$ cat src/rtl/trim_prescaler_pkg.sv
package trim_prescaler_pkg;
  localparam int MAG_W = 5;
  localparam int CAL_W = MAG_W + 1;

  typedef struct packed {
    logic             positive;
    logic [MAG_W-1:0] mag;
  } trim_cal_t;

  // test wave may drive the shared pin only when nobody else claims it
  function automatic logic ftest_allowed(logic stop, logic ft_bit, logic alarm_en,
                                         logic wd_steer_rst, logic wd_idle);
    return !stop && ft_bit && !alarm_en && (wd_steer_rst || wd_idle);
  endfunction
endpackage

$ cat src/rtl/trim_div_stage.sv
module trim_div_stage #(
  parameter int PRE_W = 8,
  parameter int SUB_W = 7
) (
  input  logic clk_i,
  input  logic rst_ni,
  input  logic tick_en_i,
  input  logic stop_i,
  input  logic corr_i,
  input  logic positive_i,
  output logic sec_end_o,
  output logic phase_o
);
  localparam int CW    = PRE_W + 1;
  localparam int STAGE = 1 << PRE_W;
  localparam int FT_B  = PRE_W - 3;
  localparam logic [CW-1:0] TERM_NORM = CW'(STAGE - 1);
  localparam logic [CW-1:0] TERM_LONG = CW'(STAGE + STAGE / 2 - 1);

  logic [CW-1:0]    pre_q, term;
  logic [SUB_W-1:0] sub_q;
  logic [SUB_W:0]   sub_sum;
  logic             first, stretch, split, stage_wrap;

  always_comb begin
    first      = (sub_q == '0);
    stretch    = corr_i && !positive_i && first;
    split      = corr_i && positive_i && first;
    term       = stretch ? TERM_LONG : TERM_NORM;
    stage_wrap = tick_en_i && !stop_i && (pre_q >= term);
    sub_sum    = {1'b0, sub_q} + (split ? (SUB_W+1)'(2) : (SUB_W+1)'(1));
    sec_end_o  = stage_wrap && sub_sum[SUB_W];
  end

  always_ff @(posedge clk_i or negedge rst_ni) begin
    if (!rst_ni) begin
      pre_q <= '0;
      sub_q <= '0;
    end else if (stop_i) begin
      pre_q <= '0;
      sub_q <= '0;
    end else if (tick_en_i) begin
      if (pre_q >= term) begin
        pre_q <= '0;
        sub_q <= sec_end_o ? '0 : sub_sum[SUB_W-1:0];
      end else begin
        pre_q <= pre_q + CW'(1);
      end
    end
  end

  // stage lengths are multiples of 64, so this bit stays a clean 512 Hz
  assign phase_o = pre_q[FT_B];

  p_hold_r9: assert property (@(posedge clk_i) disable iff (!rst_ni)
    (!tick_en_i && !stop_i) |=> ($stable(pre_q) && $stable(sub_q)));
  p_stop_clear_r8: assert property (@(posedge clk_i) disable iff (!rst_ni)
    stop_i |=> (pre_q == '0 && sub_q == '0));
  p_pre_bound_r5: assert property (@(posedge clk_i) disable iff (!rst_ni)
    pre_q <= TERM_LONG);
endmodule

$ cat src/rtl/trim_position.sv
module trim_position #(
  parameter int SEC_PER_MIN = 60,
  parameter int CYCLE_MIN   = 64,
  parameter int MAG_W       = 5
) (
  input  logic             clk_i,
  input  logic             rst_ni,
  input  logic             sec_end_i,
  input  logic [MAG_W-1:0] mag_i,
  output logic             corr_o,
  output logic             sec_o,
  output logic             min_o
);
  localparam int SEC_W = $clog2(SEC_PER_MIN);
  localparam int MIN_W = $clog2(CYCLE_MIN);

  logic [SEC_W-1:0] sec_q;
  logic [MIN_W-1:0] min_q;
  logic [MIN_W:0]   span;
  logic             last_sec;

  always_comb begin
    last_sec = (sec_q == SEC_W'(SEC_PER_MIN - 1));
    span     = (MIN_W+1)'({mag_i, 1'b0});
    corr_o   = (sec_q == '0) && ({1'b0, min_q} < span);
  end

  always_ff @(posedge clk_i or negedge rst_ni) begin
    if (!rst_ni) begin
      sec_q <= '0;
      min_q <= '0;
      sec_o <= 1'b0;
      min_o <= 1'b0;
    end else begin
      sec_o <= sec_end_i;
      min_o <= sec_end_i && last_sec;
      if (sec_end_i) begin
        if (last_sec) begin
          sec_q <= '0;
          min_q <= (min_q == MIN_W'(CYCLE_MIN - 1)) ? '0 : min_q + MIN_W'(1);
        end else begin
          sec_q <= sec_q + SEC_W'(1);
        end
      end
    end
  end

  p_sec_pulse_r1: assert property (@(posedge clk_i) disable iff (!rst_ni)
    sec_o |=> !sec_o);
  p_min_with_sec_r2: assert property (@(posedge clk_i) disable iff (!rst_ni)
    min_o |-> sec_o);
endmodule

$ cat src/rtl/trim_ftest_gate.sv
module trim_ftest_gate
  import trim_prescaler_pkg::*;
(
  input  logic stop_i,
  input  logic ft_bit_i,
  input  logic alarm_en_i,
  input  logic wd_steer_rst_i,
  input  logic wd_idle_i,
  input  logic phase_i,
  output logic ftest_o
);
  always_comb
    ftest_o = phase_i && ftest_allowed(stop_i, ft_bit_i, alarm_en_i, wd_steer_rst_i, wd_idle_i);
endmodule

$ cat src/rtl/trim_prescaler.sv
module trim_prescaler
  import trim_prescaler_pkg::*;
#(
  parameter int PRE_W       = 8,
  parameter int SUB_W       = 7,
  parameter int SEC_PER_MIN = 60,
  parameter int CYCLE_MIN   = 64
) (
  input  logic             clk_i,
  input  logic             rst_ni,
  input  logic             tick_en_i,
  input  logic [CAL_W-1:0] cal_i,
  input  logic             stop_i,
  input  logic             ftest_bit_i,
  input  logic             alarm_irq_en_i,
  input  logic             wd_steer_rst_i,
  input  logic             wd_idle_i,
  output logic             sec_o,
  output logic             min_o,
  output logic             ftest_o
);
  trim_cal_t cal;
  logic      corr, sec_end, phase;

  assign cal = trim_cal_t'(cal_i);

  trim_div_stage #(.PRE_W(PRE_W), .SUB_W(SUB_W)) i_div (
    .clk_i, .rst_ni, .tick_en_i, .stop_i,
    .corr_i(corr), .positive_i(cal.positive),
    .sec_end_o(sec_end), .phase_o(phase)
  );

  trim_position #(.SEC_PER_MIN(SEC_PER_MIN), .CYCLE_MIN(CYCLE_MIN), .MAG_W(MAG_W)) i_pos (
    .clk_i, .rst_ni, .sec_end_i(sec_end), .mag_i(cal.mag),
    .corr_o(corr), .sec_o, .min_o
  );

  trim_ftest_gate i_ftg (
    .stop_i, .ft_bit_i(ftest_bit_i), .alarm_en_i(alarm_irq_en_i),
    .wd_steer_rst_i, .wd_idle_i, .phase_i(phase), .ftest_o
  );

  p_ftest_stop_r7: assert property (@(posedge clk_i) disable iff (!rst_ni)
    stop_i |-> !ftest_o);
  p_ftest_alarm_r7: assert property (@(posedge clk_i) disable iff (!rst_ni)
    alarm_irq_en_i |-> !ftest_o);
endmodule

$ cat config.mk
export PLATFORM = sky130hd
export DESIGN_NAME = trim_prescaler
export DESIGN_NICKNAME = d
export VERILOG_FILES = /design/src/rtl/trim_prescaler_pkg.sv /design/src/rtl/trim_div_stage.sv /design/src/rtl/trim_position.sv /design/src/rtl/trim_ftest_gate.sv /design/src/rtl/trim_prescaler.sv
export SDC_FILE = /design/constraint.sdc
export NUM_CORES = 1
export LEC_CHECK = 0
export BUFFER_PORTS_ARGS = -buffer_cell sky130_fd_sc_hd__buf_2
export CAP_MARGIN = 20
export CORE_ASPECT_RATIO = 0.7
export CORE_MARGIN = 1
export CORE_UTILIZATION = 54
export CTS_CLUSTER_SIZE = 40
export DETAILED_ROUTE_END_ITERATION = 10
export PLACE_DENSITY_LB_ADDON = 0.12
export SLEW_MARGIN = 20
export SYNTH_ARGS = -nofsm -noshare
export SYNTH_HDL_FRONTEND = slang
export SYNTH_SLANG_ARGS = --single-unit
export TNS_END_PERCENT = 10
$ cat constraint.sdc
create_clock -name clk_i -period 3 [get_ports clk_i]
set_clock_uncertainty 0.15 [all_clocks]
set_input_delay 0.15 -clock clk_i [delete_from_list [all_inputs] [get_ports clk_i]]
set_output_delay 0.15 -clock clk_i [all_outputs]
set_load 0.01 [all_outputs]
==> impl_metrics.toml <==
[run_status]
status = "finished, violations left"
violations = "setup timing"

[logic_synthesis]
synthCells = 203
synth-edff-count = 0
ys_ff_latch = 30
syn_nets = 230
synth_largest_area_cell = "dfrtp_1"
async_flop_share_pct = 100
yosys_warnings = 0
syn_area_um2 = 2010
yosysMostFrequentCell = "dfrtp_1"
synth_top_area_share_pct = 37.3
ys_types = 56
synth_commonest_cells = "dfrtp_1, inv_1, nand2_1, a21oi_1, ha_1"
ys_seq_area_share_pct = 37.3
avgSynthCellArea_um2 = 9.90
synth_ff_type = "dfrtp_1"
synthTopCellsByArea = "dfrtp_1, ha_1, a21oi_1"

[critical_path]
critPathKind = "reg -> reg"
critPathMaxFanout = 6
cp_cell_sequence = "ha_1 > a21o_1 > a211o_1 > a211o_1 > ha_4 > and4_4 > a32oi_4 > or4_1 > o31ai_1"
worst_setup_path_end_kind = "register"
startpoint_type = "register"
crit_top_cell = "a211o_1"
critPathArrivalTime_ps = 3140
max_stage_delay_ps = 530
crit_slowest_cell = "or4_1"
worst-endpoint-required_ps = 3030

[finish]
stdcell_area_um2 = 2480
antenna-diode-count = 0
drive_gt1_share_pct = 30.6
n_fill_cell = 284
multi_input_area_um2 = 1250
nets = 270
syn_to_final_growth_pct = 23.4
register_area_um2 = 751

[clock_network]
cts_tree = "built"
cts_max_path_buffers = 2
clk_pin_slew_ps = 60
clk_latency_ps = 280
cts-root-buf = "clkbuf_8"
cts.sinks = 30
htreeDepth = 2
numCtsBuffers = 5

[route]
drc_errors = 0
drtIter0Drc = 102
ant_nets = 0
firstDrtPassIters = 4
num_vias = 1724
vias_per_cell = 5.90
detail_route.wl_per_cell_um = 15.8
routed_wl_mm = 4.61

[sta]
setup_tns_ps = -468
finalCritPeriodShare_pct = 104
setup_slack_ps = -109
slew_viol_final = 0
fmax_mhz = 322
slew_headroom_pct = 54.2
setup_viol = 10
finalHoldViolCount = 0
rsz0062_at_grt = "yes"
fin_crit_ps = 3110
worst_pin_slew_ps = 688

[floorplanning]
die-area_um2 = 3980
coreArea_um2 = 3540
dieWidth_um = 74.9
initial_core_util_pct = 56.9
ioPinCount = 17
fp-row-count = 18
die_h_um = 53.1

[min_path]
holdCritPathClass = "in -> reg"

[global_routing]
top_usage_layer = "met2"
grt_pass1_wl_mm = 7.58
grt_util_met1_pct = 36.4
antenna_found_initial = 0
grt_use_met3_pct = 5.14
use_met2_pct = 41.4
grt_pass1_vias = 1591
grt_overflow = 0
track_usage_pct = 26.3
grt_max_degree = 31

[power]
powerDensity_nw_per_um2 = 313
p_leak_uw = 0.00112
peakVddDrop_v = 0.000260

[placed_design]
placed_area_um2 = 2280
portBuffers = 16
gp_congestion = 0.820
dp_hpwl_mm = 3.27

[run]
cap_viol_max_count = 0
==> cell usage in the layout, fill, tap and decap left out, types with 5 or more instances in the layout <==
cell	netlist	final
a21oi_1	12	12
or3_1	5	5
or4_1	5	5
inv_1	14	14
buf_4	1	23
clkbuf_8	0	6
dfrtp_1	30	30
nand3_1	6	6
buf_2	4	16
ha_1	12	10
nor2_1	10	10
nand2_1	13	13
o21ai_0	8	7
==> registers in the layout, indices dropped and copies added (netlist names) <==
name,count
i_pos.sec_q,6
i_div.sub_q,7
i_pos.min_o,1
i_pos.sec_o,1
i_div.pre_q,9
i_pos.min_q,6
==> kinds of logic after synthesis <==
kind of cell	count (synthesis)	share of synthesized area, %
flops	30	37.3
buf+inv	23	5.10
xor+xnor	6	2.61
fa+ha+maj	13	8.46
simple gates	74	24.5
compound gates	49	17.8
mux	8	4.23
==> worst max-delay path: cells and delay by family, from the launching register on <==
| family | cells | cell delay (ps) |
|---|---|---|
| adder cells (fa/ha/maj) | 2 | 570 |
| flip-flops | 1 | 380 |
| AO/OA/AOI/OAI | 5 | 1170 |
| AND/OR/NAND/NOR | 2 | 750 |
==> repair_timing <==
action	4_1_cts	5_1_grt
setup endpoints to repair	12	27
pin swaps	14	9
hold buffers	1	0
buffers inserted	1	2
gates resized for setup	7	9
hold endpoints to repair	30	0
==> power breakdown <==
| group | switching [µW] | internal [µW] | total, µW |
|---|---|---|---|
| clock network | 145 | 177 | 321 |
| logic | 30.6 | 15.8 | 46.4 |
| registers | 3.07 | 407 | 410 |
==> cell type report <==
type                       instances  area share [%]
multi-input combinational        150            50.3
timing repair buffer              42            11.5
tap                               50            2.52
sequential                        30            30.3
inverter                          14            2.12
clock buffer                       6            3.33
==> stage by stage <==
| stage | worst slack, ps | std cells | hold slack, ps | utilization (%) | power, µW |
|---|---|---|---|---|---|
| final | -109 | 292 | 104 | 70.2 | 778 |
| after global routing | -183 | 292 | 118 | 70.2 | 802 |
| after CTS | -136 | 290 | 93.9 | 68.9 | 780 |
| after detailed placement | -155 | 282 | 89.6 | 64.6 | 460 |
| after global placement | -40.0 | 282 | 71.6 | 64.6 | 458 |
| after floorplan | -38.1 | 203 | -296 | - | 438 |
==> per-layer routing <==
metal | vias to the layer above | part of all wire (%)
met5 | - | 0
met1 | 845 | 51
li1 | 844 | -
met3 | 7 | 3.3
met2 | 28 | 44
met4 | 0 | 0.83
==> worst paths after layout <==
kind | from | end | slack, ps | cells past startpoint
min in group asynchronous | rst_ni | i_pos.min_o | 290 | 2
max reg2reg | i_pos.min_q[2] | i_pos.min_q[3] | -110 | 9
min | tick_en_i | i_div.pre_q[1] | 100 | 3
max | i_pos.min_q[2] | i_pos.min_q[3] | -110 | 9
max in group asynchronous | rst_ni | i_div.sub_q[2] | 1960 | 2
min reg2reg | i_div.sub_q[0] | i_div.sub_q[0] | 400 | 2
Note: power is estimated with default switching activity, not from simulation.
